===== config.mk =====
export PLATFORM = sky130hd
export DESIGN_NAME = bitport_irq
export DESIGN_NICKNAME = d
export VERILOG_FILES = /design/src/rtl/bitport_irq.sv
export SDC_FILE = /design/constraint.sdc
export NUM_CORES = 1
export LEC_CHECK = 0
export BUFFER_PORTS_ARGS = -buffer_cell sky130_fd_sc_hd__buf_2
export CAP_MARGIN = 20
export CORE_ASPECT_RATIO = 0.5
export CORE_MARGIN = 5
export CORE_UTILIZATION = 40
export CTS_BUF_LIST = sky130_fd_sc_hd__clkbuf_4 sky130_fd_sc_hd__clkbuf_8
export DETAILED_ROUTE_END_ITERATION = 8
export GPL_ROUTABILITY_DRIVEN = 0
export PLACE_DENSITY = 0.58
export SYNTH_ARGS = -nofsm -noshare
export SYNTH_HDL_FRONTEND = slang
export SYNTH_SLANG_ARGS = --single-unit

===== constraint.sdc =====
create_clock -name clk -period 5.9 [get_ports clk]
set_input_delay 0.295 -clock clk [delete_from_list [all_inputs] [get_ports clk]]
set_output_delay 0.295 -clock clk [all_outputs]
set_load 0.01 [all_outputs]

===== src/rtl/bitport_irq.sv =====
module bitport_irq #(
  parameter int W = 8
) (
  input  logic         clk,
  input  logic         rst_n,
  input  logic         wr_en,
  input  logic [2:0]   wr_addr,
  input  logic [W-1:0] wr_data,
  output logic [W-1:0] rd_data,
  input  logic [W-1:0] pin_in,
  output logic [W-1:0] pin_out,
  output logic [W-1:0] pin_oe,
  input  logic         irq_ack,
  output logic         irq
);
  localparam logic [1:0] M_OUT = 2'b00, M_IN = 2'b01, M_BIDI = 2'b10, M_BIT = 2'b11;

  logic [1:0]   mode;
  logic [1:0]   ctl;
  logic [W-1:0] dout, sel, mask, sync1, sync2;
  logic         hit, hit_q;

  always_ff @(posedge clk) begin
    if (!rst_n) begin
      mode <= M_IN;
      dout <= '0;
      sel  <= '1;
      mask <= '1;
      ctl  <= 2'b00;
    end else if (wr_en) begin
      case (wr_addr)
        3'd0: dout <= wr_data;
        3'd1: mode <= wr_data[1:0];
        3'd2: sel  <= wr_data;
        3'd3: mask <= wr_data;
        3'd4: ctl  <= wr_data[1:0];
        default: ;
      endcase
    end
  end

  always_ff @(posedge clk) begin
    if (!rst_n) begin
      sync1 <= '0;
      sync2 <= '0;
    end else begin
      sync1 <= pin_in;
      sync2 <= sync1;
    end
  end

  always_comb begin
    case (mode)
      M_OUT:   pin_oe = '1;
      M_BIT:   pin_oe = ~sel;
      default: pin_oe = '0;
    endcase
  end

  assign pin_out = dout;
  assign rd_data = (pin_oe & dout) | (~pin_oe & sync2);

  logic [W-1:0] watch, lvl;
  assign watch = ~mask;
  assign lvl   = ctl[0] ? rd_data : ~rd_data;
  assign hit   = (mode == M_BIT) && (watch != '0) &&
                 (ctl[1] ? ((lvl & watch) == watch) : ((lvl & watch) != '0));

  always_ff @(posedge clk) begin
    if (!rst_n) begin
      hit_q <= 1'b0;
      irq   <= 1'b0;
    end else begin
      hit_q <= hit;
      if (hit && !hit_q) irq <= 1'b1;
      else if (irq_ack)  irq <= 1'b0;
    end
  end
endmodule



==> Word-level counts from Yosys, hierarchy flattened <==
Cells that the tools add are included.
{ "word_totals": {"inputBits": 23, "output_inout_bits": 25, "wordCells": 42, "regBits": 46} }
{ "op_classes": {"bitwise_logic": 8, "muxes": 5, "reduce_logical": 14, "n_eq_ne": 6} }
{ "ops": {"columns": ["operator", "n"], "rows": [
  ["NOT 8 bit", 4],
  ["AND 8 bit", 3],
  ["one-hot mux 8 bit (2 select lines)", 1],
  ["nonzero test 8 bit", 2],
  ["AND reduction 2 bit", 5],
  ["== test 8 bit", 1],
  ["two-way mux 8 bit", 1],
  ["OR 8 bit", 1],
  ["== test 3 x 2 -> 1 bit, second input constant", 2],
  ["== test 3 x 1 -> 1 bit, second input constant", 1],
  ["== test 3 bit, second input constant", 1],
  ["logical AND 1 bit", 3],
  ["zero test 3 bit", 1],
  ["two-way mux 1 bit", 3],
  ["== test 2 bit, second input constant", 1],
  ["zero test 2 bit", 1],
  ["nonzero test 2 bit", 1],
  ["zero test 1 bit", 1]
]} }

==> Logic depth before layout (Yosys ltp) <==
{ "depth": {"ltp_word": 13, "mapped_depth": 10, "depth_no_buf": 9} }

==> Worst setup path before layout <==
No wires, ideal clock.
{ "synth_timing": {"kind": "register to register", "start": "reg mode[0]", "end": "reg irq", "synth_period_minus_slack_ns": 2.265, "n_path_buf": 0, "path_slack_ns": 3.635, "stages_incl_launch_ff": 10, "arrival_ns": 2.141, "setup_time_ns": 0.124, "cell_sequence": "dfxtp_1 inv_1 ha_1 o21bai_2 mux2_4 xnor2_2 a222oi_1 nand3_1 a211oi_1 o31ai_1"} }
{ "synth_via": {"elab_chain_cells": 13} }
{ "synth_rtl": {"columns": ["item", "line", "rtl"], "rows": [
  ["from (decl)", "18", "logic [1:0] mode;"],
  ["from (signal assigned)", "33", "3'd1: mode <= wr_data[1:0];"],
  ["== test 2 bit or zero test 2 bit (tied branches)", "53", "case (mode)"],
  ["one-hot mux 8 bit (2 select lines) *", "53", null],
  ["NOT 8 bit", "61", "assign rd_data = (pin_oe & dout) | (~pin_oe & sync2);"],
  ["AND 8 bit", "61", null],
  ["OR 8 bit *", "61", null],
  ["named net rd_data[1]", "9", "output logic [W-1:0] rd_data,"],
  ["NOT 8 bit", "65", "assign lvl = ctl[0] ? rd_data : ~rd_data;"],
  ["two-way mux 8 bit *", "65", null],
  ["AND 8 bit *", "67", "(ctl[1] ? ((lvl & watch) == watch) : ((lvl & watch) != '0));"],
  ["== test 8 bit or nonzero test 8 bit (tied branches)", "67", null],
  ["two-way mux 1 bit *", "67", null],
  ["logical AND 1 bit *", "66", "assign hit = (mode == M_BIT) && (watch != '0) &&"],
  ["logical AND 1 bit *", "75", "if (hit && !hit_q) irq <= 1'b1;"],
  ["two-way mux 1 bit or nonzero test 2 bit (tied branches)", null, null],
  ["to (signal assigned)", "72", "irq <= 1'b0;"],
  ["to (signal assigned)", "75", null],
  ["to (signal assigned)", "76", "else if (irq_ack) irq <= 1'b0;"],
  ["to (decl)", "14", "output logic irq"]
]} }
The timed path passes the listed nets; every way through them passes the cells marked *.
A chain may end at the register's enable or synchronous reset.

==> Worst setup path after layout <==
{ "layout_timing": {"start": "reg mode[0]", "end": "reg irq"} }
{ "layout_via": {"elab_chain_cells": 13} }
{ "layout_rtl": {"columns": ["item", "line"], "rows": [
  ["== test 2 bit or zero test 2 bit (tied branches)", "53, 66"],
  ["one-hot mux 8 bit (2 select lines)", "53"],
  ["NOT 8 bit", "61"],
  ["AND 8 bit", "61"],
  ["OR 8 bit", "61"],
  ["NOT 8 bit", "65"],
  ["two-way mux 8 bit", "65"],
  ["AND 8 bit", "67"],
  ["== test 8 bit or nonzero test 8 bit (tied branches)", "67"],
  ["two-way mux 1 bit", "67"],
  ["logical AND 1 bit *", "66"],
  ["logical AND 1 bit *", "75"],
  ["two-way mux 1 bit or nonzero test 2 bit (tied branches)", null]
]} }
Mark *: on every way between the ends. The rest lies on a longest branch, timed or not.

==> run metrics <==
layout cells sized above 1=22.7%; WHS Path Cells=2; Die ar.=6670 um2; Crit. End Element=register; initial antenna violation count=0; hold buffers post-CTS=0; worst vdd ir=108 uV; port bufs=47; syn nets=254; final core occ=48.7%; Post-synth EDFFs=0; largest net degree at the start of global routing=47; Netlist cell types=33; vias in the first global route=1630; Post-CTS Resized=0; clk root buf=clkbuf_8; postcts setup bufs=0; CTS max path bufs=2; Hold Vio Cnt, Final=0; Synth Register Bits=46; Seq/Total Area, Yosys=45.5%; core area=4910 um2; clock slew at reported path FFs=0.09 ns; fill count=509; ys flop type=dfxtp_1; via count=1631; worst slew pin tran=0.722 ns; CTS tree=yes; clk sinks=46; simple-gate portion of the synthesized area=22.3%; crit path kind=register to register; mux cell area share after synthesis=5.69%; hold path start=pin_in[0]; area grow syn2layout=18.1%; Post-Synth Adder-Cell Area=1.24%; cell row count=18; ANT nets after route=0; Die Width=111 um; asr flop ratio synth=0%; top cell type's share of synthesized area=45.5%; Post-Synth XOR/XNOR Area=4.20%; RSZ-0062 raised after global routing=false; R2R Path Start=mode[0]$_SDFFE_PN1P_; final wirelength=5.00 mm; DRC errors left=0; largest family of logic cells by synthesized area=simple AND/OR/NAND/NOR gates; vias per cell=4.76; n_diodes=0; setup-violating endpoint count in the final report=0; class of the worst hold path=input pin to register; skew final=0.00503 ns; CP Launch Type=register; top cells by area, synth=dfxtp_1 (45%), nand2_1 (8.2%), and2_1 (5.3%); RR Endpoint=irq$_SDFFE_PN0P_; Mean Syn Cell Area=8.84 um2; NumNets Final=297; worst reg2reg path depth=9; Worst Path Required=6.12 ns; final worst path period share=45.4%; worst skew pair latency=0.30 ns; Worst Hold Path EP=sync1[0]$_SDFF_PN0_; CP arrival=2.90 ns; IO Pins=48; GRT Residual Overflow=0; initial drt markers=120; Total Neg Setup Slack=0 ns; Final min period=2.68 ns; Max Freq=0.373 GHz; status=finished clean; normalized max-slew margin=51.9%; DP HPWL=3.74 mm; Max FO, Critical Path=9; DR pass1 iterations=4; Initial Util=41.2%; max-cap violations=0; CTS Buf Count=5; H-tree level count=2; leading area contributor after synthesis=dfxtp_1; Die Y=60.3 um; DR WL/cell=14.6 um; pwr dens=241 nW/um2; first-pass GRT wire length=8.16 mm; Synth Instances=229; reg2reg setup slack=3.22 ns; Yosys warnings=0; leakage power figure=1.30 nW; GRT Util Overall=15.7%; Synth Area in Compound Gates=14.5%; Slew Viols, Final=0; Syn Std Cell Area=2020 um2
cell usage after synthesis, drive strengths merged, types with 5 or more instances:
library cell	number
and2	17
mux2i	7
inv	23
and2b	5
nand2	44
o21bai	8
o211ai	9
dfxtp	46
nor2b	6
a21boi	9
clkbuf	9
nand3	9
xor2	5
area by class of cell:
| cell class | count | area (um2) | share of cell area [%] |
|---|---|---|---|
| clock buffers | 6 | 76.3 | 3.19 |
| clock inverters | 2 | 13.8 | 0.576 |
| repair buffers | 47 | 235 | 9.84 |
| well taps | 70 | 87.6 | 3.66 |
| inverters | 23 | 86.3 | 3.61 |
| flip-flops and latches | 46 | 921 | 38.5 |
| multi-input cells | 149 | 971 | 40.6 |
flip-flops by register name, summed over array words and instances (netlist names):
| register | count |
|---|---|
| pin_out | 8 |
| sync2 | 8 |
| sel | 8 |
| mode | 2 |
| mask | 8 |
| ctl | 2 |
| hit_q | 1 |
| sync1 | 8 |
| irq | 1 |
cell usage in the layout (no fill, tap or decap), drive strengths merged, types with 2 or more instances in the layout:
cell type	instances
a21boi	9
a22oi	2
and2	17
and2b	5
and3	2
buf	47
clkbuf	6
clkinv	2
dfxtp	46
ha	2
inv	23
mux2	3
mux2i	7
nand2	44
nand3	9
nand3b	2
nand4	2
nor2	3
nor2b	6
o211ai	9
o21bai	8
o22ai	4
xnor2	3
xor2	5
where the power goes:
group          switching (mW)  internal (mW)
sequential            0.00587          0.321
clock                   0.106         0.0883
combinational          0.0302         0.0243
routing by layer:
metal	global-route usage, %	wire (um)
met4	4.21	44
met1	22.2	2520
met3	3.24	255
met2	24.9	2180
met5	0	0
critical path, stage by stage (launching register included):
cell and delay, ns:
dfxtp_1 0.32, ha_1 0.30, and2b_1 0.20, o21bai_1 0.23
mux2i_1 0.43, xor2_1 0.24, o22ai_1 0.12, o41ai_2 0.32
o2111ai_1 0.18, o31ai_1 0.26
cells by family (layout without fill, tap and decap cells):
kind of cell | Yosys count | in the layout
compound gates | 38 | 38
simple gates | 91 | 91
flops | 46 | 46
buf+inv | 34 | 78
fa+ha+maj | 2 | 2
xor+xnor | 8 | 8
mux | 10 | 10
worst max-delay path by stage:
| stage | from | cells after the start | slack [ns] | endpoint |
|---|---|---|---|---|
| finish | mode[0]$_SDFFE_PN1P_ | 9 | 3.22 | irq$_SDFFE_PN0P_ |
| global route | mode[0]$_SDFFE_PN1P_ | 9 | 3.02 | irq$_SDFFE_PN0P_ |
| CTS | mode[0]$_SDFFE_PN1P_ | 9 | 3.24 | irq$_SDFFE_PN0P_ |
| detailed placement | mode[0]$_SDFFE_PN1P_ | 9 | 3.26 | irq$_SDFFE_PN0P_ |
| global placement | mode[0]$_SDFFE_PN1P_ | 9 | 3.30 | irq$_SDFFE_PN0P_ |
| floorplan | mode[0]$_SDFFE_PN1P_ | 9 | 3.63 | irq$_SDFFE_PN0P_ |
metrics by stage:
stage / setup slack [ns] / hold WS [ns] / instance area, um2 / total power, mW / std cells
after floorplan: 3.63 / 0.399 / 2020 / 0.366 / 229
final: 3.22 / 0.199 / 2390 / 0.575 / 343
after detailed placement: 3.26 / 0.412 / 2300 / 0.389 / 335
after global routing: 3.02 / 0.189 / 2390 / 0.603 / 343
after CTS: 3.24 / 0.188 / 2390 / 0.585 / 343
after global placement: 3.30 / 0.412 / 2300 / 0.388 / 335
Note: power is estimated with default switching activity, not from simulation.
